===== config.mk =====
export PLATFORM = sky130hd
export DESIGN_NAME = beat_splitter
export DESIGN_NICKNAME = d
export VERILOG_FILES = /design/src/rtl/beat_split_pkg.sv /design/src/rtl/beat_split_dpath.sv /design/src/rtl/beat_split_ctrl.sv /design/src/rtl/beat_splitter.sv
export SDC_FILE = /design/constraint.sdc
export NUM_CORES = 1
export LEC_CHECK = 0
export ABC_AREA = 1
export CAP_MARGIN = 30
export CORE_MARGIN = 3
export CORE_UTILIZATION = 46
export DETAILED_ROUTE_END_ITERATION = 8
export PLACE_DENSITY_LB_ADDON = 0.12
export SLEW_MARGIN = 30
export SYNTH_ARGS = -nofsm -noshare
export SYNTH_HDL_FRONTEND = slang
export SYNTH_HIERARCHICAL = 1
export SYNTH_SLANG_ARGS = --single-unit

===== constraint.sdc =====
create_clock -name clk -period 1.85 [get_ports clk]
set_input_delay 0.555 -clock clk [delete_from_list [all_inputs] [get_ports clk]]
set_output_delay 0.555 -clock clk [all_outputs]
set_load 0.01 [all_outputs]

===== src/rtl/beat_split_pkg.sv =====
package beat_split_pkg;

  typedef enum logic [1:0] {
    ST_IDLE = 2'd0,
    ST_WORD = 2'd1,
    ST_BYTE = 2'd2,
    ST_FIN  = 2'd3
  } splitState_t;

  // Strobes from the control FSM into the address/count datapath
  typedef struct packed {
    logic load;
    logic stepWord;
    logic stepByte;
  } dpCtl_t;

endpackage


===== src/rtl/beat_split_dpath.sv =====
module beat_split_dpath
  import beat_split_pkg::*;
#(
  parameter int AW = 32,
  parameter int LW = 16
) (
  input  logic          clk,
  input  logic          rstN,
  input  dpCtl_t        ctl,
  input  logic [AW-1:0] baseAddr,
  input  logic [LW-1:0] byteLen,
  output logic [AW-1:0] curAddr,
  output logic          lenHasWords,
  output logic          lenHasBytes,
  output logic          wordLast,
  output logic          byteLast,
  output logic          bytesPending
);

  localparam int WORD_BYTES = 4;
  localparam int TAIL_W     = $clog2(WORD_BYTES);
  localparam int WCW        = LW - TAIL_W;

  logic [WCW-1:0]    wordLeft;
  logic [TAIL_W-1:0] byteLeft;

  // Classification of a new request, seen by control before the load
  assign lenHasWords  = |byteLen[LW-1:TAIL_W];
  assign lenHasBytes  = |byteLen[TAIL_W-1:0];
  assign wordLast     = (wordLeft == WCW'(1));
  assign byteLast     = (byteLeft == TAIL_W'(1));
  assign bytesPending = (byteLeft != '0);

  always_ff @(posedge clk) begin
    if (!rstN) begin
      curAddr  <= '0;
      wordLeft <= '0;
      byteLeft <= '0;
    end else if (ctl.load) begin
      curAddr  <= baseAddr;
      wordLeft <= byteLen[LW-1:TAIL_W];
      byteLeft <= byteLen[TAIL_W-1:0];
    end else if (ctl.stepWord) begin
      curAddr  <= curAddr + AW'(WORD_BYTES);
      wordLeft <= wordLeft - WCW'(1);
    end else if (ctl.stepByte) begin
      curAddr  <= curAddr + AW'(1);
      byteLeft <= byteLeft - TAIL_W'(1);
    end
  end


  word_underflow_chk: assert property (@(posedge clk) disable iff (!rstN)
    ctl.stepWord |-> (wordLeft != '0));


  byte_underflow_chk: assert property (@(posedge clk) disable iff (!rstN)
    ctl.stepByte |-> (byteLeft != '0));

endmodule


===== src/rtl/beat_split_ctrl.sv =====
module beat_split_ctrl
  import beat_split_pkg::*;
(
  input  logic   clk,
  input  logic   rstN,
  input  logic   startReq,
  input  logic   beatReady,
  input  logic   lenHasWords,
  input  logic   lenHasBytes,
  input  logic   wordLast,
  input  logic   byteLast,
  input  logic   bytesPending,
  output dpCtl_t ctl,
  output logic   beatValid,
  output logic   beatWide,
  output logic   xferDone
);

  splitState_t st, stNext;

  always_ff @(posedge clk) begin
    if (!rstN) st <= ST_IDLE;
    else       st <= stNext;
  end

  always_comb begin
    stNext = st;
    ctl    = '0;
    unique case (st)
      ST_IDLE: begin
        if (startReq) begin
          ctl.load = 1'b1;
          if (lenHasWords)      stNext = ST_WORD;
          else if (lenHasBytes) stNext = ST_BYTE;
          else                  stNext = ST_FIN;
        end
      end
      ST_WORD: begin
        if (beatReady) begin
          ctl.stepWord = 1'b1;
          if (wordLast) stNext = bytesPending ? ST_BYTE : ST_FIN;
        end
      end
      ST_BYTE: begin
        if (beatReady) begin
          ctl.stepByte = 1'b1;
          if (byteLast) stNext = ST_FIN;
        end
      end
      ST_FIN:  stNext = ST_IDLE;
      default: stNext = ST_IDLE;
    endcase
  end

  assign beatValid = (st == ST_WORD) || (st == ST_BYTE);
  assign beatWide  = (st == ST_WORD);
  assign xferDone  = (st == ST_FIN);


  hold_width_chk: assert property (@(posedge clk) disable iff (!rstN)
    (beatValid && !beatReady) |=> (beatValid && $stable(beatWide)));


  word_after_byte_chk: assert property (@(posedge clk) disable iff (!rstN)
    (beatValid && !beatWide) |=> !(beatValid && beatWide));


  done_pulse_chk: assert property (@(posedge clk) disable iff (!rstN)
    xferDone |=> !xferDone);


  zero_len_chk: assert property (@(posedge clk) disable iff (!rstN)
    (st == ST_IDLE && startReq && !lenHasWords && !lenHasBytes) |=> xferDone);

endmodule


===== src/rtl/beat_splitter.sv =====
module beat_splitter
  import beat_split_pkg::*;
#(
  parameter int AW = 32,
  parameter int LW = 16
) (
  input  logic          clk,
  input  logic          rstN,
  input  logic          startReq,
  input  logic [AW-1:0] baseAddr,
  input  logic [LW-1:0] byteLen,
  output logic          beatValid,
  input  logic          beatReady,
  output logic [AW-1:0] beatAddr,
  output logic          beatWide,
  output logic          xferDone
);

  dpCtl_t ctl;
  logic   lenHasWords, lenHasBytes, wordLast, byteLast, bytesPending;

  beat_split_ctrl u_ctrl (
    .clk          (clk),
    .rstN         (rstN),
    .startReq     (startReq),
    .beatReady    (beatReady),
    .lenHasWords  (lenHasWords),
    .lenHasBytes  (lenHasBytes),
    .wordLast     (wordLast),
    .byteLast     (byteLast),
    .bytesPending (bytesPending),
    .ctl          (ctl),
    .beatValid    (beatValid),
    .beatWide     (beatWide),
    .xferDone     (xferDone)
  );

  beat_split_dpath #(.AW(AW), .LW(LW)) u_dpath (
    .clk          (clk),
    .rstN         (rstN),
    .ctl          (ctl),
    .baseAddr     (baseAddr),
    .byteLen      (byteLen),
    .curAddr      (beatAddr),
    .lenHasWords  (lenHasWords),
    .lenHasBytes  (lenHasBytes),
    .wordLast     (wordLast),
    .byteLast     (byteLast),
    .bytesPending (bytesPending)
  );


  addr_hold_chk: assert property (@(posedge clk) disable iff (!rstN)
    (beatValid && !beatReady) |=> $stable(beatAddr));


  word_stride_chk: assert property (@(posedge clk) disable iff (!rstN)
    (beatValid && beatReady && beatWide) |=>
      (!beatValid || beatAddr == $past(beatAddr) + AW'(4)));


  byte_stride_chk: assert property (@(posedge clk) disable iff (!rstN)
    (beatValid && beatReady && !beatWide) |=>
      (!beatValid || beatAddr == $past(beatAddr) + AW'(1)));


  done_no_beat_chk: assert property (@(posedge clk) disable iff (!rstN)
    xferDone |-> !beatValid);


  busy_start_chk: assert property (@(posedge clk) disable iff (!rstN)
    (beatValid && startReq) |=> (beatValid || xferDone));

endmodule


Word level (Yosys, flattened, before mapping)
Index checks and enable logic that the tools add are counted.

cells by class
  $add $sub $neg = 4
  eq/ne operators = 11
  mux-type cells = 22
  reductions and logical operators = 10

operator list
  kind                                                                      count
  32-bit 2-to-1 mux                                                         3
  32-bit by 1-bit adder with 32-bit output (second input constant)          1
  32-bit by 3-bit adder with 32-bit output (second input constant)          1
  14-bit 2-to-1 mux                                                         2
  2-bit 2-to-1 mux                                                          9
  14-bit by 1-bit equality test with 1-bit output (second input constant)   1
  14-bit OR reduction                                                       1
  14-bit by 1-bit subtractor with 14-bit output (second input constant)     1
  2-bit inequality test (second input constant)                             4
  2-bit case mux with 4 select lines                                        1
  1-bit 2-to-1 mux                                                          7
  2-bit nonzero test                                                        3
  5-bit AND reduction                                                       1
  2-bit by 1-bit equality test with 1-bit output (second input constant)    2
  2-bit equality test (second input constant)                               2
  2-bit by 1-bit inequality test with 1-bit output (second input constant)  2
  3-bit nonzero test                                                        1
  2-bit zero test                                                           1
  2-bit AND reduction                                                       1
  2-bit OR reduction                                                        1
  2-bit by 1-bit subtractor with 2-bit output (second input constant)       1
  1-bit logical OR                                                          1

storage, ports and cells
  register bits = 50
  output and inout bits = 35
  logic and storage cells = 51

Longest topological paths before layout
  depth after elaboration = 5
  depth in mapped cells = 15
  gate-level depth less buffers = 14

Modules after synthesis
The synthesis kept the hierarchy.

modules (own cells, without submodules)
  module            times used  cells each  area an instance (um2)
  beat_split_dpath  1           565         3517.1
  beat_split_ctrl   1           50          287.8

Worst setup path before layout
Ideal clock, no wire load.

  path type = flip-flop to flip-flop
  from = reg u_ctrl.st[0]
  to = reg u_dpath.curAddr[6]
  setup time = 132 ps
  arrival = 1691 ps
  data required time = 1718 ps
  slack = 26 ps
  stages on the path, launching flop included = 14
  path buffers = 3
  path through = dfxtp_1 -> inv_1 -> ha_1 -> nand2_1 -> inv_1 -> buf_2 -> nor2_8 -> inv_2 -> nor2_8 -> inv_2 -> buf_6 -> buf_4 -> o221ai_1 -> a21oi_1

RTL lines
  element                 RTL line                RTL
  from (decl)             beat_split_ctrl.sv:19   splitState_t st, stNext;
  from (signal assigned)  beat_split_ctrl.sv:23   else st <= stNext;
  to (signal assigned)    beat_split_dpath.sv:40  curAddr <= baseAddr;
  to (signal assigned)    beat_split_dpath.sv:44  curAddr <= curAddr + AW'(WORD_BYTES);
  to (signal assigned)    beat_split_dpath.sv:47  curAddr <= curAddr + AW'(1);
  to (decl)               beat_split_dpath.sv:12  output logic [AW-1:0] curAddr,

Final worst setup path
  from = reg u_ctrl.st[0]
  to = out beatValid

on the way
  longest elaborated chain between the ends = 2
  elaborated cells on any way between the ends = 3

RTL lines
  element                                                                                       RTL line               RTL
  2-bit by 1-bit equality test with 1-bit output / 2-bit equality test (equally long branches)  beat_split_ctrl.sv:55  assign beatValid = (st == ST_WORD) || (st == ST_BYTE);
  1-bit logical OR *                                                                            beat_split_ctrl.sv:55
  to (decl)                                                                                     beat_splitter.sv:12    output logic beatValid,

Mark *: on every way between the ends. The rest lies on a longest branch, timed or not.

==> metrics.txt <==
outcome finished, final reports clean; sequential share of the synthesized area 0.2631; fin nets 815; unrepaired setup endpoints after global routing true; final worst slack 0.01355 ns; WS Path Type reg -> out; Crit Path Max Fanout 4; die footprint 0.009398 mm²; number of enable flip-flop cells after synthesis 0; Clk pin slew, worst setup/hold paths 0.10 ns; Area growth syn-to-layout 45.08%; DP HPWL 8649 µm; largest net degree at the start of global routing 35; crit path time final 1.836 ns; Synth Flop Type dfxtp_1; Slowest-stage cell, CP dfxtp_4; syn avg cell area 6.187 µm²; CTS Buf Count 5; Post-Route Skew 0.006892 ns; flops & latches, synth 50; total clock sinks 50; # DRC 0; post-route cell area 0.005520 mm²; Final Routed Wirelength 11,660 µm; # fillers 684; crit-path max cell delay 0.40 ns; Ys Warns 6; worst path bufs/invs 2; vias per cell 5.260; most common cell after layout, fill and taps aside nand2_1; Antenna Nets Post-Route 0; crit path capture type primary output; CP cell instances inv_2 -> ha_1 -> clkdlybuf4s15_2; Buffers on Ports 86; vias in the first global route 4,155; most frequent cells in the layout 184 x nand2_1, 83 x nor2_1, 75 x clkdlybuf4s50_1, 52 x buf_4, 48 x inv_1; Slew @ Worst Pin 0.3279 ns; GRT Total Usage 0.2355; first-pass GRT wire length 19,040 µm; fmax 544.5 MHz; Pins Over Slew Limit 0; initial antenna violation count 0; DR iter-0 viols 203; I/O Pins 87; diode count 0; Leak 2.407 nW; area post-placement 0.005187 mm²; synth unique cells 45; Vias 4,487; Die Y 96.95 µm; Final Hold Viols 0; fin util 0.6999; layout cells sized above 1 0.2064; Slew HR 0.7802; Setup WS pre-CTS -0.5419 ns; pwr dens 1221 mW/mm²; max-cap violations 0; CTS root buffer clkbuf_8; VDD IR max 0.0007712 V; CTS tree done; Startpoint Class flip-flop; GRT overflow 0; syn nets 680; Post-Syn Instances 615; ys async rst share 0; routability cong. 0.9450; Setup TNS Final 0 ns; core footprint 0.007888 mm²; die width 96.95 µm; Final Setup Violations 0; clock tree buffer depth 2; Initial Util 0.4824; Power Total 6.743 mW; Tcrit/Tclk final 0.9927; worst skew pair latency 0.31 ns; TritonRoute pass-1 iters 4; delay-heaviest family, CP flip-flops; Worst EP required 1.29 ns; number of cell rows 32; Min-Delay Path Class reg -> reg; H-tree depth 2; DR WL/cell 13.66 µm; Cell Area, Synth 0.003805 mm²; CP arrival 1.28 ns
[stage by stage]
stage	std cells	hold slack, ns
floorplan	615	0.4874
global placement	839	0.4929
detailed placement	839	0.4973
CTS	849	0.5056
global route	853	0.5239
finish	853	0.5079
[flip-flops by register name, indices dropped and copies added (netlist names)]
name	cells
u_dpath/curAddr	32
u_dpath/wordLeft	14
u_ctrl/st	2
u_dpath/byteLeft	2
[power by group]
group	switching [mW]	internal, mW
clock	0.407	0.577
combinational	2.02	1.85
sequential	0.422	1.46
total	2.85	3.89
[cell families (layout without fill, tap and decap cells)]
group | after synthesis | in the layout | synth area share
AOI/OAI and AO/OA | 101 | 101 | 0.1562
xor gates and xnor gates | 14 | 14 | 0.03223
adders and majority gates | 13 | 13 | 0.04275
buffers and inverters | 79 | 215 | 0.08911
DFF | 50 | 50 | 0.2631
and+or+nand+nor | 358 | 358 | 0.4166
[layer usage]
| layer | vias up | track usage | wire length (µm) |
|---|---|---|---|
| li1 | 2254 | - | - |
| met1 | 2070 | 0.3138 | 5238 |
| met2 | 150 | 0.3970 | 5509 |
| met3 | 13 | 0.03605 | 794 |
| met4 | 0 | 0.06048 | 113 |
| met5 | - | 0 | 0 |
[worst paths after layout]
| path | from | endpoint | slack [ns] | cells after the start |
|---|---|---|---|---|
| max | u_ctrl/st[0] | beatValid | 0.01 | 3 |
| min | u_dpath/curAddr[28] | u_dpath/curAddr[28] | 0.51 | 2 |
| max reg2reg | u_ctrl/st[1] | u_dpath/curAddr[31] | 0.03 | 12 |
| min reg2reg | u_dpath/curAddr[28] | u_dpath/curAddr[28] | 0.51 | 2 |
[cell usage after synthesis (4+ instances only)]
cell     instances  area [µm²]
a22oi_1          4       30.03
nor2_2          11       68.82
nand4_1          7       43.79
o21ai_1          7       35.03
xnor2_1          8       70.07
dfxtp_1         50        1001
nor2_1          84       315.3
xor2_1           6       52.55
inv_1           53       198.9
o21ai_0         23       115.1
a31oi_1         12       75.07
nand3_1         35       175.2
ha_1            13       162.7
buf_2           12       60.06
nor3_1           6       30.03
nand2_1        186       698.2
a21oi_1         39       195.2
a21oi_2          4       35.03
inv_2            5       18.77
nand2_2         10       62.56
[what timing repair did]
item                                    4_1_cts  5_1_grt
pin swaps                                     4       10
gates resized for setup                      36       37
buffers inserted                              2        4
hold buffers                                  0        0
endpoints found under the setup margin       60       47
[final cells by class]
cell class / count / area [µm²] / share of cell area
multi-input cells: 486 / 2525 / 0.4574
clock buffers: 6 / 82.58 / 0.01496
repair buffers: 149 / 1451 / 0.2629
inverters: 58 / 227.7 / 0.04125
clock inverters: 2 / 60.06 / 0.01088
flip-flops and latches: 50 / 1046 / 0.1895
well taps: 102 / 127.6 / 0.02312
[worst reg2reg max path: stages (launching register included)]
cell and delay (ns):
dfxtp_2 0.37, inv_4 0.05, ha_4 0.16, nand2_4 0.06, inv_4 0.05, buf_6 0.12
a21oi_4 0.19, nand2_4 0.10, nor3_2 0.27, nand3_1 0.12, nand3_1 0.10, nand2_1 0.05
a21oi_1 0.11
Note: power is estimated with default switching activity, not from simulation.
